--- src/rtl/hcg_pkg.sv ---
package hcg_pkg;
    typedef enum logic [0:0] {
        ST_RUN  = 1'b0,
        ST_HALT = 1'b1
    } hcg_state_e;

    typedef enum logic [2:0] {
        CAUSE_NONE = 3'd0,
        CAUSE_XRST = 3'd1,
        CAUSE_DBG  = 3'd2,
        CAUSE_WDT  = 3'd3,
        CAUSE_NMI  = 3'd4,
        CAUSE_IRQ  = 3'd5
    } hcg_cause_e;
endpackage

--- src/rtl/hcg_wake_fsm.sv ---
module hcg_wake_fsm
    import hcg_pkg::*;
(
    input  logic       clk,
    input  logic       rst_n,
    input  logic       halt_req,
    input  logic       ext_rst_req,
    input  logic       dbg_rst_cmd,
    input  logic       wdt_timeout,
    input  logic       wdt_wake_en,
    input  logic       nmi,
    input  logic       irq,
    input  logic       irq_gie,
    output logic       cpu_run,
    output logic       halted,
    output logic [2:0] wake_cause
);
    hcg_state_e state_q, state_d;
    hcg_cause_e cause_q, cause_sel;
    logic       wdt_ok, irq_ok, wake_ok;

    assign wdt_ok  = wdt_timeout & wdt_wake_en;
    assign irq_ok  = irq & irq_gie;
    assign wake_ok = ext_rst_req | dbg_rst_cmd | wdt_ok | nmi | irq_ok;

    // fixed priority: external reset, debug reset, watchdog, NMI, interrupt
    always_comb begin
        if (ext_rst_req)      cause_sel = CAUSE_XRST;
        else if (dbg_rst_cmd) cause_sel = CAUSE_DBG;
        else if (wdt_ok)      cause_sel = CAUSE_WDT;
        else if (nmi)         cause_sel = CAUSE_NMI;
        else if (irq_ok)      cause_sel = CAUSE_IRQ;
        else                  cause_sel = CAUSE_NONE;
    end

    always_comb begin
        state_d = state_q;
        unique case (state_q)
            ST_RUN:  if (halt_req) state_d = ST_HALT;   // HALT_ENTER
            ST_HALT: if (wake_ok)  state_d = ST_RUN;    // WAKE_EXIT
            default: state_d = ST_RUN;
        endcase
    end

    always_ff @(posedge clk) begin
        if (!rst_n) state_q <= ST_RUN;
        else        state_q <= state_d;
    end

    always_ff @(posedge clk) begin
        if (!rst_n) begin
            cause_q <= CAUSE_NONE;
        end else begin
            unique case (state_q)
                ST_RUN:  if (halt_req) cause_q <= CAUSE_NONE;
                ST_HALT: if (wake_ok)  cause_q <= cause_sel;
                default: cause_q <= CAUSE_NONE;
            endcase
        end
    end

    always_comb begin
        unique case (state_q)
            ST_RUN:  begin cpu_run = 1'b1; halted = 1'b0; end
            ST_HALT: begin cpu_run = 1'b0; halted = 1'b1; end
            default: begin cpu_run = 1'b1; halted = 1'b0; end
        endcase
        wake_cause = cause_q;
    end
endmodule

--- src/rtl/hcg_pd_regs.sv ---
module hcg_pd_regs #(
    parameter int                    NUM_PERIPH   = 16,
    parameter logic [NUM_PERIPH-1:0] PRESENT_MASK = 16'h7FFF,
    parameter int                    EXEMPT_IDX   = 5,
    localparam int                   NUM_REGS     = (NUM_PERIPH + 7) / 8,
    localparam int                   PAD_W        = NUM_REGS * 8,
    localparam int                   ADDR_W       = (NUM_REGS > 1) ? $clog2(NUM_REGS) : 1
) (
    input  logic                  clk,
    input  logic                  rst_n,
    input  logic                  halted,
    input  logic                  bus_sel,
    input  logic                  bus_wr,
    input  logic [ADDR_W-1:0]     bus_addr,
    input  logic [7:0]            bus_wdata,
    output logic [7:0]            bus_rdata,
    output logic [NUM_PERIPH-1:0] pd_bits,
    output logic [NUM_PERIPH-1:0] clk_en
);
    localparam logic [PAD_W-1:0] MASK_FULL = PAD_W'(PRESENT_MASK);

    logic [PAD_W-1:0]      pd_q;
    logic [NUM_PERIPH-1:0] exempt_mask;

    always_ff @(posedge clk) begin
        if (!rst_n) begin
            pd_q <= '0;
        end else if (bus_sel && bus_wr) begin
            for (int r = 0; r < NUM_REGS; r++) begin
                if (bus_addr == ADDR_W'(r))
                    pd_q[r*8 +: 8] <= bus_wdata & MASK_FULL[r*8 +: 8];
            end
        end
    end

    assign bus_rdata = pd_q[{bus_addr, 3'b000} +: 8];
    assign pd_bits   = pd_q[NUM_PERIPH-1:0];

    generate
        if (EXEMPT_IDX >= 0 && EXEMPT_IDX < NUM_PERIPH) begin : g_exempt
            always_comb begin
                exempt_mask = '0;
                exempt_mask[EXEMPT_IDX] = halted;
            end
        end else begin : g_no_exempt
            assign exempt_mask = '0;
        end
    endgenerate

    assign clk_en = ~pd_bits | exempt_mask;
endmodule

--- src/rtl/hcg_access_gate.sv ---
module hcg_access_gate #(
    parameter int  NUM_PERIPH = 16,
    localparam int ID_W       = $clog2(NUM_PERIPH)
) (
    input  logic                  acc_valid,
    input  logic [ID_W-1:0]       acc_id,
    input  logic [NUM_PERIPH-1:0] pd_bits,
    input  logic [7:0]            periph_rdata,
    output logic [NUM_PERIPH-1:0] acc_grant,
    output logic [7:0]            acc_rdata,
    output logic                  acc_err
);
    logic target_off;

    assign target_off = pd_bits[acc_id];

    always_comb begin
        acc_grant = '0;
        if (acc_valid && !target_off) acc_grant[acc_id] = 1'b1;
    end

    assign acc_err   = acc_valid & target_off;
    assign acc_rdata = (acc_valid && !target_off) ? periph_rdata : 8'h00;
endmodule

--- src/rtl/halt_clkgate_ctrl.sv ---
module halt_clkgate_ctrl #(
    parameter int                    NUM_PERIPH   = 16,
    parameter logic [NUM_PERIPH-1:0] PRESENT_MASK = 16'h7FFF,
    parameter int                    EXEMPT_IDX   = 5,
    localparam int                   NUM_REGS     = (NUM_PERIPH + 7) / 8,
    localparam int                   ADDR_W       = (NUM_REGS > 1) ? $clog2(NUM_REGS) : 1,
    localparam int                   ID_W         = $clog2(NUM_PERIPH)
) (
    input  logic                  clk,
    input  logic                  rst_n,
    input  logic                  halt_req,
    input  logic                  ext_rst_req,
    input  logic                  dbg_rst_cmd,
    input  logic                  wdt_timeout,
    input  logic                  wdt_wake_en,
    input  logic                  nmi,
    input  logic                  irq,
    input  logic                  irq_gie,
    input  logic                  bus_sel,
    input  logic                  bus_wr,
    input  logic [ADDR_W-1:0]     bus_addr,
    input  logic [7:0]            bus_wdata,
    output logic [7:0]            bus_rdata,
    input  logic                  acc_valid,
    input  logic [ID_W-1:0]       acc_id,
    input  logic [7:0]            periph_rdata,
    output logic [NUM_PERIPH-1:0] acc_grant,
    output logic [7:0]            acc_rdata,
    output logic                  acc_err,
    output logic [NUM_PERIPH-1:0] clk_en,
    output logic                  cpu_run,
    output logic [2:0]            wake_cause
);
    logic                  halted;
    logic [NUM_PERIPH-1:0] pd_bits;

    hcg_wake_fsm u_fsm (
        .clk         (clk),
        .rst_n       (rst_n),
        .halt_req    (halt_req),
        .ext_rst_req (ext_rst_req),
        .dbg_rst_cmd (dbg_rst_cmd),
        .wdt_timeout (wdt_timeout),
        .wdt_wake_en (wdt_wake_en),
        .nmi         (nmi),
        .irq         (irq),
        .irq_gie     (irq_gie),
        .cpu_run     (cpu_run),
        .halted      (halted),
        .wake_cause  (wake_cause)
    );

    hcg_pd_regs #(
        .NUM_PERIPH   (NUM_PERIPH),
        .PRESENT_MASK (PRESENT_MASK),
        .EXEMPT_IDX   (EXEMPT_IDX)
    ) u_regs (
        .clk       (clk),
        .rst_n     (rst_n),
        .halted    (halted),
        .bus_sel   (bus_sel),
        .bus_wr    (bus_wr),
        .bus_addr  (bus_addr),
        .bus_wdata (bus_wdata),
        .bus_rdata (bus_rdata),
        .pd_bits   (pd_bits),
        .clk_en    (clk_en)
    );

    hcg_access_gate #(
        .NUM_PERIPH (NUM_PERIPH)
    ) u_gate (
        .acc_valid    (acc_valid),
        .acc_id       (acc_id),
        .pd_bits      (pd_bits),
        .periph_rdata (periph_rdata),
        .acc_grant    (acc_grant),
        .acc_rdata    (acc_rdata),
        .acc_err      (acc_err)
    );
endmodule

--- config.mk ---
export PLATFORM = sky130hd
export DESIGN_NAME = halt_clkgate_ctrl
export DESIGN_NICKNAME = d
export VERILOG_FILES = /design/src/rtl/hcg_pkg.sv /design/src/rtl/hcg_wake_fsm.sv /design/src/rtl/hcg_pd_regs.sv /design/src/rtl/hcg_access_gate.sv /design/src/rtl/halt_clkgate_ctrl.sv
export SDC_FILE = /design/constraint.sdc
export NUM_CORES = 1
export LEC_CHECK = 0
export BUFFER_PORTS_ARGS = -buffer_cell sky130_fd_sc_hd__buf_4
export CAP_MARGIN = 40
export CORE_MARGIN = 2
export CORE_UTILIZATION = 32
export CTS_CLUSTER_SIZE = 24
export DETAILED_ROUTE_END_ITERATION = 12
export GPL_ROUTABILITY_DRIVEN = 0
export PLACE_DENSITY = 0.65
export SLEW_MARGIN = 10
export SYNTH_ARGS = -nofsm -noshare
export SYNTH_HDL_FRONTEND = slang
export SYNTH_SLANG_ARGS = --single-unit
--- constraint.sdc ---
create_clock -name clk -period 1.9 [get_ports clk]
set_clock_uncertainty 0.1 [all_clocks]
set_input_delay 0.19 -clock clk [delete_from_list [all_inputs] [get_ports clk]]
set_output_delay 0.19 -clock clk [all_outputs]
set_load 0.05 [all_outputs]
* After elaboration in Yosys (flattened, before gate mapping)
Cells that the tools add are included.
** Operators by class
- Shifts and indexed selects :: 1
- Equality and inequality tests :: 2
- Mux-type cells :: 19
- Bitwise operators :: 11
- Reduce and logical (&&, ||, !) cells :: 7
- Magnitude comparators :: 2
** Operator list (number)
- 2-to-1 mux 3 bit :: 7
- 2-to-1 mux 16 bit :: 1
- NOT 15 -> 16 bit :: 1
- OR 16 x 6 -> 16 bit :: 1
- indexed part select 16 x 5 -> 8 bit :: 1
- 2-to-1 mux 8 bit :: 1
- one-hot mux 1 bit (2 select lines) :: 3
- one-hot mux 3 bit (2 select lines) :: 1
- AND reduction 2 bit :: 3
- less-than comparator 4 x 5 -> 1 bit (second input constant) :: 1
- binary-select mux 1 bit (select 4 bit) :: 1
- demux 1 bit (select 4 bit) :: 1
- greater-or-equal comparator 4 x 1 -> 1 bit (second input constant) :: 1
- 2-to-1 mux 1 bit :: 4
- inequality test 2 bit (second input constant) :: 2
- OR 1 bit :: 4
- bitwise AND 1 bit :: 3
- logical AND 1 bit :: 3
- NOT 1 bit :: 2
- logical NOT 1 bit :: 1
** Word-level totals
- Register bits after elaboration :: 19
- Logic and storage cells :: 46
- Bits of input ports :: 34

* Logic depth before layout (Yosys ltp)
Gate-level depths: netlist of the first run.
- Depth after elaboration :: 8
- Mapped depth :: 5
- Mapped depth without buffers :: 4

* Cells and area by module
From an unflattened synthesis of the first run, not the netlist that was laid out.
** Second synthesis, totals
- Cell total of the unflattened synthesis :: 187
- Area, all modules :: 1488.9 µm²
** Modules (own cells, without submodules)
- hcg_pd_regs :: times used 1, sequential area each 300.3 µm², cells an instance 93, area each 753.2 µm²
- hcg_access_gate :: times used 1, sequential area each 0.0 µm², cells an instance 70, area each 534.3 µm²
- hcg_wake_fsm :: times used 1, sequential area each 80.1 µm², cells an instance 24, area each 201.4 µm²

* Worst setup path before layout of the first run
Ideal clock, no wire load.
- Path type :: in2out
- Start :: input port acc_id[1]
- End :: output port acc_rdata[0]
- Data required time :: 1610 ps
- Stages on the path :: 5
- Buffers on the path :: 1
- Setup slack :: -172 ps
- Arrival time :: 1782 ps
- Cell sequence :: buf_6 -> mux2_4 -> mux4_2 -> o22ai_4 -> and2_1
** Between the ends
- Word-level cells in the longest chain between the ends :: 5
** RTL lines
- start, declared :: line halt_clkgate_ctrl.sv:25 : input logic [ID_W-1:0] acc_id,
- binary-select mux 1 bit (select 4 bit) :: line hcg_access_gate.sv:15 : assign target_off = pd_bits[acc_id];
- 2-to-1 mux 1 bit (implied by the code) :: line hcg_access_gate.sv:15
- logical NOT 1 bit :: line hcg_access_gate.sv:23 : assign acc_rdata = (acc_valid && !target_off) ? periph_rdata : 8'h00;
- logical AND 1 bit :: line hcg_access_gate.sv:23
- 2-to-1 mux 8 bit :: line hcg_access_gate.sv:23
- end, declared :: line halt_clkgate_ctrl.sv:28 : output logic [7:0] acc_rdata,
No other way between the ends. The select of a mux whose other input is x is not followed.

* Worst setup path in the final report of the first run
- Start :: register u_regs.pd_q[9] (netlist: u_regs.pd_bits[9])
- End :: output port acc_rdata[0]
** Between the ends
- Word-level cells in the longest chain between the ends :: 5
** RTL lines
- start, declared :: line hcg_pd_regs.sv:22 : logic [PAD_W-1:0] pd_q;
- start signal, assigned by index :: line hcg_pd_regs.sv:31 : pd_q[r*8 +: 8] <= bus_wdata & MASK_FULL[r*8 +: 8];
- binary-select mux 1 bit (select 4 bit) :: line hcg_access_gate.sv:15
- 2-to-1 mux 1 bit (implied by the code) :: line hcg_access_gate.sv:15
- logical NOT 1 bit :: line hcg_access_gate.sv:23
- logical AND 1 bit :: line hcg_access_gate.sv:23
- 2-to-1 mux 8 bit :: line hcg_access_gate.sv:23
No other way between the ends. The select of a mux whose other input is x is not followed.

==> summary.txt, run 1 <==
Status
  – Status: finished, violations left
  – Failing checks: setup timing

Flow run
  – Max Cap Violations: 0

Power
  – P_int: ~760 µW
  – Clock power share: between 20% and 30%
  – Pleak: ~1.1 nW
  – Sequential Power Share: a little under two fifths
  – Worst VDD drop: approximately 0.31 mV
  – Net Sw Frac: around 34%
  – Sw Pwr: between 300 and 400 µW
  – PD cells: between 400 and 500 mW/mm²
  – Combinational power share: 39.6%

Finish
  – Nets: a little under 300
  – Area grow syn2layout: 76.2%
  – Layout cells sized above 1: approximately 53%
  – Area of the multi-input gates: 887 µm²
  – Register area: about 380 µm²
  – Layout Cells excl Fill: approximately 310
  – Fill cells: roughly 370
  – ANT cells: 0
  – Post-Route Utilization: roughly 58%

Die
  – Die height: a little under 70 µm
  – # IOs: 87
  – Die Area: around 0.0046 mm²
  – Initial Utilization: between 30% and 40%
  – Core Area: a little under 0.004 mm²
  – Die width: about 68 µm
  – FP Rows: 23

Synth
  – Synthesis Warnings: 0
  – Seq cells post-synth: 19
  – Ranking of synthesized cells by area: dfxtp_1 (29%), mux2i_1 (15%), nor2b_1 (7.2%), nor2_1 (5.7%), mux2_2 (5.2%)
  – Async S/R FF share, synth: 0%
  – Synth Instances: between 150 and 200
  – Post-synthesis compound-gate area fraction: between 8 and 9%
  – Post-synthesis simple-gate area fraction: 29.7%
  – Most frequent cell after synthesis: nor2_1
  – Main combinational cell family by area after synthesis: simple AND/OR/NAND/NOR gates
  – Post-synth top cells: nor2_1 (20), dfxtp_1 (19), mux2i_1 (19)
  – Synthesized-area fraction occupied by adder cells: 0%
  – Mapped Avg Cell Area: 8.03 µm²
  – Post-synthesis mux area share: roughly 25%
  – Cell Area, Synth: roughly 0.0013 mm²
  – Post-synthesis sequential area ratio: 29.1%
  – Net Count, Synth: ~200
  – Cell taking the most area after synthesis: dfxtp_1
  – Synth unique cells: 26
  – Synth Area in XOR/XNOR: 0%
  – Top-area cell type share of the netlist area: 29.1%
  – Ys flop type: dfxtp_1
  – Number of synthesized flops with an enable pin: 0

Timing
  – Final period utilization: 118%
  – Worst hold slack: around 61 ps
  – Worst-Margin Slew: between 500 and 600 ps
  – Endpoints failing hold: 0
  – Rel. slew slack: 65.7%
  – Pins over their slew limit: 0
  – Final setup margin: -348 ps
  – Fmax: 0.445 GHz
  – RSZ-0062 raised after global routing: true
  – Tmin final: 2250 ps
  – Final setup viols: 13

Detailed routing
  – First DRT Iteration DRCs: 36
  – Average routed wire per standard cell: between 10 and 15 µm
  – Final ANT Viol Nets: 0
  – Via count: ~1500
  – Via density per instance: between 4 and 5
  – Pre-Repair DR Iteration Count: 4
  – Final WL: around 3800 µm
  – Drt drc: 0

Clocking
  – CTS H-tree lvls: 1
  – Clk_lat worst skew: 250 ps
  – Post-CTS Hold Buffers: 0
  – Clock tree buffer depth: 2
  – Num CTS Buffers: 3
  – Sinks on Clock Net: 19
  – CTS clk-pin slew, worst paths: ~70 ps
  – CTS tree: yes
  – CTS root buf: clkbuf_8

Global routing
  – Global-route usage over all layers: between 15 and 20%
  – First-pass GRT wire length: around 5900 µm
  – Grt ovf: 0
  – Number of global-route vias before repair: around 1400
  – Initial antenna violation count: 0
  – Largest net degree at the start of global routing: 21

Placement
  – DP Worst Slack: -253 ps
  – DP HPWL: 3080 µm
  – Port buffer count: 85
  – Dpl cells: 308

Critical path
  – Kind of critical path: reg -> out
  – CP Cell Sequence: mux2_4 -> mux4_2 -> o22ai_4 -> and2_4 -> buf_8
  – Worst path max stage delay: ~520 ps
  – CP arrival: approximately 2000 ps
  – Req. time, crit path: 1610 ps
  – Family with the most delay on the worst path: multiplexers
  – Critical-path top delay cell: mux4_2
  – Setup crit end kind: output pin
  – R2R cell count: 4
  – FF-to-FF setup slack: 590 ps
  – Crit path launch type: flop
  – Worst path depth: 5
  – CP max FO: 8
  – Bufs and invs on worst path: 1

Hold path
  – Hold Path Class: in -> reg
  – Hold Path Depth: 2
==> flip-flops by register name (all words and copies together), names as in the netlist <==
signal and cells:
u_fsm.state_q 1, u_fsm.wake_cause 3, u_regs.pd_bits 15
==> path summary, 6_finish.rpt <==
path                               to           startpoint
setup / recovery         acc_rdata[0]    u_regs.pd_bits[9]
hold / removal    u_fsm.wake_cause[1]          ext_rst_req
setup reg to reg  u_fsm.wake_cause[1]        u_fsm.state_q
hold reg to reg   u_fsm.wake_cause[0]  u_fsm.wake_cause[0]
==> cell families after synthesis <==
| logic type | Yosys count |
|---|---|
| AOI/OAI and AO/OA | 16 |
| buffers and inverters | 23 |
| and+or+nand+nor | 75 |
| muxes | 29 |
| other | 1 |
| DFF | 19 |
==> area by class of cell <==
| class | instances | area share (%) |
|---|---|---|
| repair buffers | 104 | 37.8 |
| flip-flops and latches | 19 | 16.7 |
| multi-input cells | 121 | 38.5 |
| well taps | 50 | 2.71 |
| inverters | 15 | 2.44 |
| clock buffers | 4 | 1.95 |
==> cell usage in the layout, fill, tap and decap left out, types with 2 or more instances in the layout <==
master,instances
a21boi_0,2
nand2_1,16
inv_1,15
nand3_1,4
nand3b_1,7
nor2_2,7
mux4_2,2
a21oi_1,4
mux2i_2,2
buf_6,8
dfxtp_1,16
nor2b_1,15
nand2b_1,2
mux2i_1,17
nor2_1,13
mux2_2,3
buf_4,88
o21ai_1,6
dfxtp_2,3
clkbuf_8,3
mux2_4,5
and2_4,8
buf_8,8
==> power groups by stage <==
stage	sequential [mW]	clock, mW	combinational (mW)
3_3_place_gp	0.429	0	0.421
5_1_grt	0.422	0.299	0.483
4_1_cts	0.420	0.280	0.448
2_1_floorplan	0.435	0	0.262
3_5_place_dp	0.429	0	0.425
6_report	0.421	0.271	0.454
==> what timing repair did <==
action                                 4_1_cts  5_1_grt
setup endpoints to repair                    9       16
endpoints found under the hold margin        0        0
resized for setup                           19       17
pin swaps                                    6       13
buffers inserted                             0        1
==> routing by layer <==
| metal | vias up | share of wire [%] | GRT usage (%) |
|---|---|---|---|
| li1 | 736 | - | - |
| met1 | 647 | 38 | 17.5 |
| met2 | 67 | 49 | 30.9 |
| met3 | 2 | 12 | 4.28 |
| met4 | 0 | 0.64 | 4.50 |
| met5 | - | 0 | 0 |
==> per-stage QoR <==
stage	setup TNS (ps)	instance area (µm²)	power, mW
detailed placement	-1930	2130	0.854
global placement	-1650	2130	0.850
finish	-2940	2310	1.14
floorplan	-85.1	1340	0.698
CTS	-3150	2240	1.15
global route	-4160	2310	1.20
Note: power is estimated with default switching activity, not from simulation.
==> run 2: changes to the inputs <==
--- a/config.mk
+++ b/config.mk
@@ -12,8 +12,9 @@
 export CTS_CLUSTER_SIZE = 24
 export DETAILED_ROUTE_END_ITERATION = 12
 export GPL_ROUTABILITY_DRIVEN = 0
-export PLACE_DENSITY = 0.65
+export PLACE_DENSITY = 0.63
 export SLEW_MARGIN = 10
 export SYNTH_ARGS = -nofsm -noshare
 export SYNTH_HDL_FRONTEND = slang
+export SYNTH_HIERARCHICAL = 1
 export SYNTH_SLANG_ARGS = --single-unit
==> run 2 against run 1 <==
Net effect: the flow still finishes with violations (setup timing); synthesized cell count up 15%; sequential power rose by 1%; synthesized area up 14%; largest power group unchanged.
==> summary.txt, run 2 <==
Synth
  – Synth Area in XOR/XNOR: 0% (unchanged)
  – Ys flop type: dfxtp_1
  – Synth Instances: 187 (+15%)
  – Post-synthesis sequential area ratio: 25.5% (-3.5 points)
  – Cell taking the most area after synthesis: dfxtp_1
  – Post-synthesis mux area share: 27.2% (+1.8 points)
  – Synthesis Warnings: 6 (+6)
  – Ranking of synthesized cells by area: dfxtp_1 (26%), nand2_1 (12%), mux2i_1 (10%), mux4_1 (5.3%), mux2_2 (5.3%)
  – Post-synth top cells: nand2_1 (49), dfxtp_1 (19), nor2_1 (19)
  – Top-area cell type share of the netlist area: 25.5% (-3.5 points)
  – Post-synthesis compound-gate area fraction: 10.2% (+2.1 points)
  – Post-synthesis simple-gate area fraction: 26.6% (-3.1 points)
  – Number of synthesized flops with an enable pin: 0 (unchanged)
  – Synth unique cells: 38 (+46%)
  – Synthesized-area fraction occupied by adder cells: 0% (unchanged)
  – Seq cells post-synth: 19 (unchanged)
  – Cell Area, Synth: 0.00149 mm² (+14%)
  – Async S/R FF share, synth: 0% (unchanged)
  – Most frequent cell after synthesis: nand2_1
  – Mapped Avg Cell Area: 7.96 µm² (-0.83%)
  – Main combinational cell family by area after synthesis: multiplexers
  – Net Count, Synth: 221 (+12%)

Die
  – Die width: 72.2 µm (+6.3%)
  – Initial Utilization: 33.7% (+0.77 points)
  – Core Area: 0.00441 mm² (+11%)
  – FP Rows: 24 (+4.3%)
  – Die height: 72.2 µm (+6.3%)
  – Die Area: 0.00521 mm² (+13%)
  – # IOs: 87 (unchanged)

Finish
  – Cell area after layout: 0.00269 mm² (+17%)
  – Layout cells sized above 1: 58.7% (+5.4 points)
  – ANT cells: 0 (unchanged)
  – Area grow syn2layout: 80.5%
  – Most frequent cells in the layout: buf_4 (80), nand2_1 (49), buf_6 (22)
  – Max reg flops: 15 (unchanged)
  – Nets: 323 (+8.4%)
  – Leading cell type in the layout, fill and taps excluded: buf_4
  – Post-Route Utilization: 60.9% (+2.8 points)

Clocking
  – Clk_lat worst skew: 250 ps (about the same)
  – CTS root buf: clkbuf_8
  – CTS H-tree lvls: 1 (unchanged)
  – Sinks on Clock Net: 19 (unchanged)
  – CTS clk-pin slew, worst paths: 70 ps (about the same)
  – Post-CTS Hold Buffers: 0 (unchanged)
  – Clock tree buffer depth: 2 (unchanged)
  – Num CTS Buffers: 3 (unchanged)
  – CTS tree: yes

Detailed routing
  – Pre-Repair DR Iteration Count: 4 (unchanged)
  – Via density per instance: 4.86 (+4.8%)
  – Final ANT Viol Nets: 0 (unchanged)
  – Drt drc: 0 (unchanged)
  – Average routed wire per standard cell: 12.6 µm (+4.5%)
  – Final WL: 4280 µm (+14%)
  – Via count: 1653 (+14%)
  – First DRT Iteration DRCs: 42 (+17%)

Timing
  – Endpoints failing hold: 0 (unchanged)
  – Setup TNS: -3940 ps (-1000 ps)
  – RSZ-0062 raised after global routing: true
  – Final period utilization: 114% (-3.9 points)
  – Worst hold slack: 70.4 ps (+9.14 ps)
  – Fmax: 0.460 GHz (+3.4%)
  – Tmin final: 2170 ps (-74.1 ps)
  – Final setup margin: -274 ps (+74.1 ps)
  – Pins over their slew limit: 0 (unchanged)
  – Final setup viols: 25 (+12)

Critical path
  – CP arrival: 1880 ps (-80 ps)
  – Setup crit end kind: output pin
  – Reg2reg end: u_fsm/wake_cause[1]
  – RR Startpoint: u_fsm/state_q
  – R2R cell count: 3 (-1)
  – Req. time, crit path: 1610 ps (about the same)
  – CP max FO: 9 (+1)
  – Kind of critical path: reg -> out
  – Crit path launch type: flop
  – FF-to-FF setup slack: 850 ps (+260 ps)

Hold path
  – Hold Path Depth: 2 (unchanged)
  – End of the worst hold path: u_fsm/wake_cause[1]
  – Hold Path Class: in -> reg
  – Min-delay src: ext_rst_req

Power
  – PD cells: 459 mW/mm² (-7.6%)
  – Net Sw Frac: 36.1% (+2.2 points)
  – Clock power share: 21.9% (-1.7 points)
  – Tot Pwr: 1.23 mW (+7.7%)
  – Worst VDD drop: 0.311 mV (-0.57%)
  – Pleak: 1.20 nW (+7.1%)
  – P_int: 788 µW (+4.0%)
  – Sequential Power Share: 34.5% (-2.2 points)
  – Combinational power share: 43.5% (+3.9 points)
  – Sw Pwr: 445 µW (+15%)

Global routing
  – Largest net degree at the start of global routing: 30 (+43%)
  – Grt ovf: 0 (unchanged)
  – Initial antenna violation count: 0 (unchanged)
  – First-pass GRT wire length: 7130 µm (+22%)
  – Global-route usage over all layers: 16.6% (+0.30 points)
  – Number of global-route vias before repair: 1619 (+19%)

Placement
  – DP HPWL: 3490 µm (+13%)
  – Dpl cell area: 0.00250 mm² (+17%)
  – Port buffer count: 85 (unchanged)

Status
  – Status: finished, violations left
  – Failing checks: setup timing

Flow run
  – Max Cap Violations: 0 (unchanged)
## run 2: changes by cell type in the layout (fill, tap and decap cells not counted), moves of 6 or more
cell     delta
nand2_1    +33
buf_6      +14
nor2b_1    -13
nor2_4     +12
nor2_1     -10
and2_4      -8
buf_4       -8
o22ai_4     +7
dfxtp_1     -6
dfxtp_2     +6
## run 2: worst max-delay path by stage
stage | start | to | slack [ps] | cells after the start
final | u_regs/pd_bits[11] | acc_err | -270 | 5
after global routing | u_regs/pd_bits[11] | acc_err | -320 | 5
after detailed placement | acc_id[1] | acc_err | -170 | 6
after floorplan | acc_id[1] | acc_rdata[0] | -170 | 5
after global placement | acc_id[1] | acc_err | -150 | 6
after CTS | u_regs/pd_bits[11] | acc_err | -280 | 5
## run 2: what timing repair did
action / 4_1_cts / 5_1_grt
resized for setup: 37 / 10
hold endpoints to repair: 0 / 0
setup endpoints to repair: 25 / 25
pin swaps: 7 / 4
buffers inserted: 0 / 1
## run 2: cell families after synthesis
family,Yosys count
simple gates,85
buf+inv,27
compound gates,24
mux,30
flops,19
other cells,2
## run 2: critical path, cell delays in order, from the launching register on
cell and delay [ps]:
dfxtp_2 340, mux2_2 260, mux4_2 500, buf_12 180, a22o_2 220, buf_6 150
## run 2: routing by layer
metal	wire length, µm	vias up	GRT usage, %
met3	394	2	3.19
met2	2000	62	29.1
met1	1870	756	21.2
met4	19	0	3.35
li1	-	833	-
met5	0	-	0
## run 2: power by group through the flow
stage | clock (mW) | combinational (mW) | sequential (mW)
after CTS | 0.277 | 0.533 | 0.425
after global routing | 0.293 | 0.568 | 0.427
final | 0.270 | 0.537 | 0.426
after floorplan | 0 | 0.341 | 0.438
after global placement | 0 | 0.511 | 0.433
after detailed placement | 0 | 0.515 | 0.433
## run 2: per-stage QoR
step,std cells,worst slack (ps)
2_1_floorplan,187,-169
3_3_place_gp,335,-146
3_5_place_dp,335,-173
4_1_cts,339,-280
5_1_grt,340,-316
6_report,340,-274
## run 2: final cells by class
type                            instances  area [µm²]
Clock buffer                            4        45.0
Fill cell                             390        1730
Tap cell                               52        65.1
Sequential cell                        19         392
Timing Repair Buffer                  109         958
Inverter                               15        56.3
Multi-Input combinational cell        141        1170
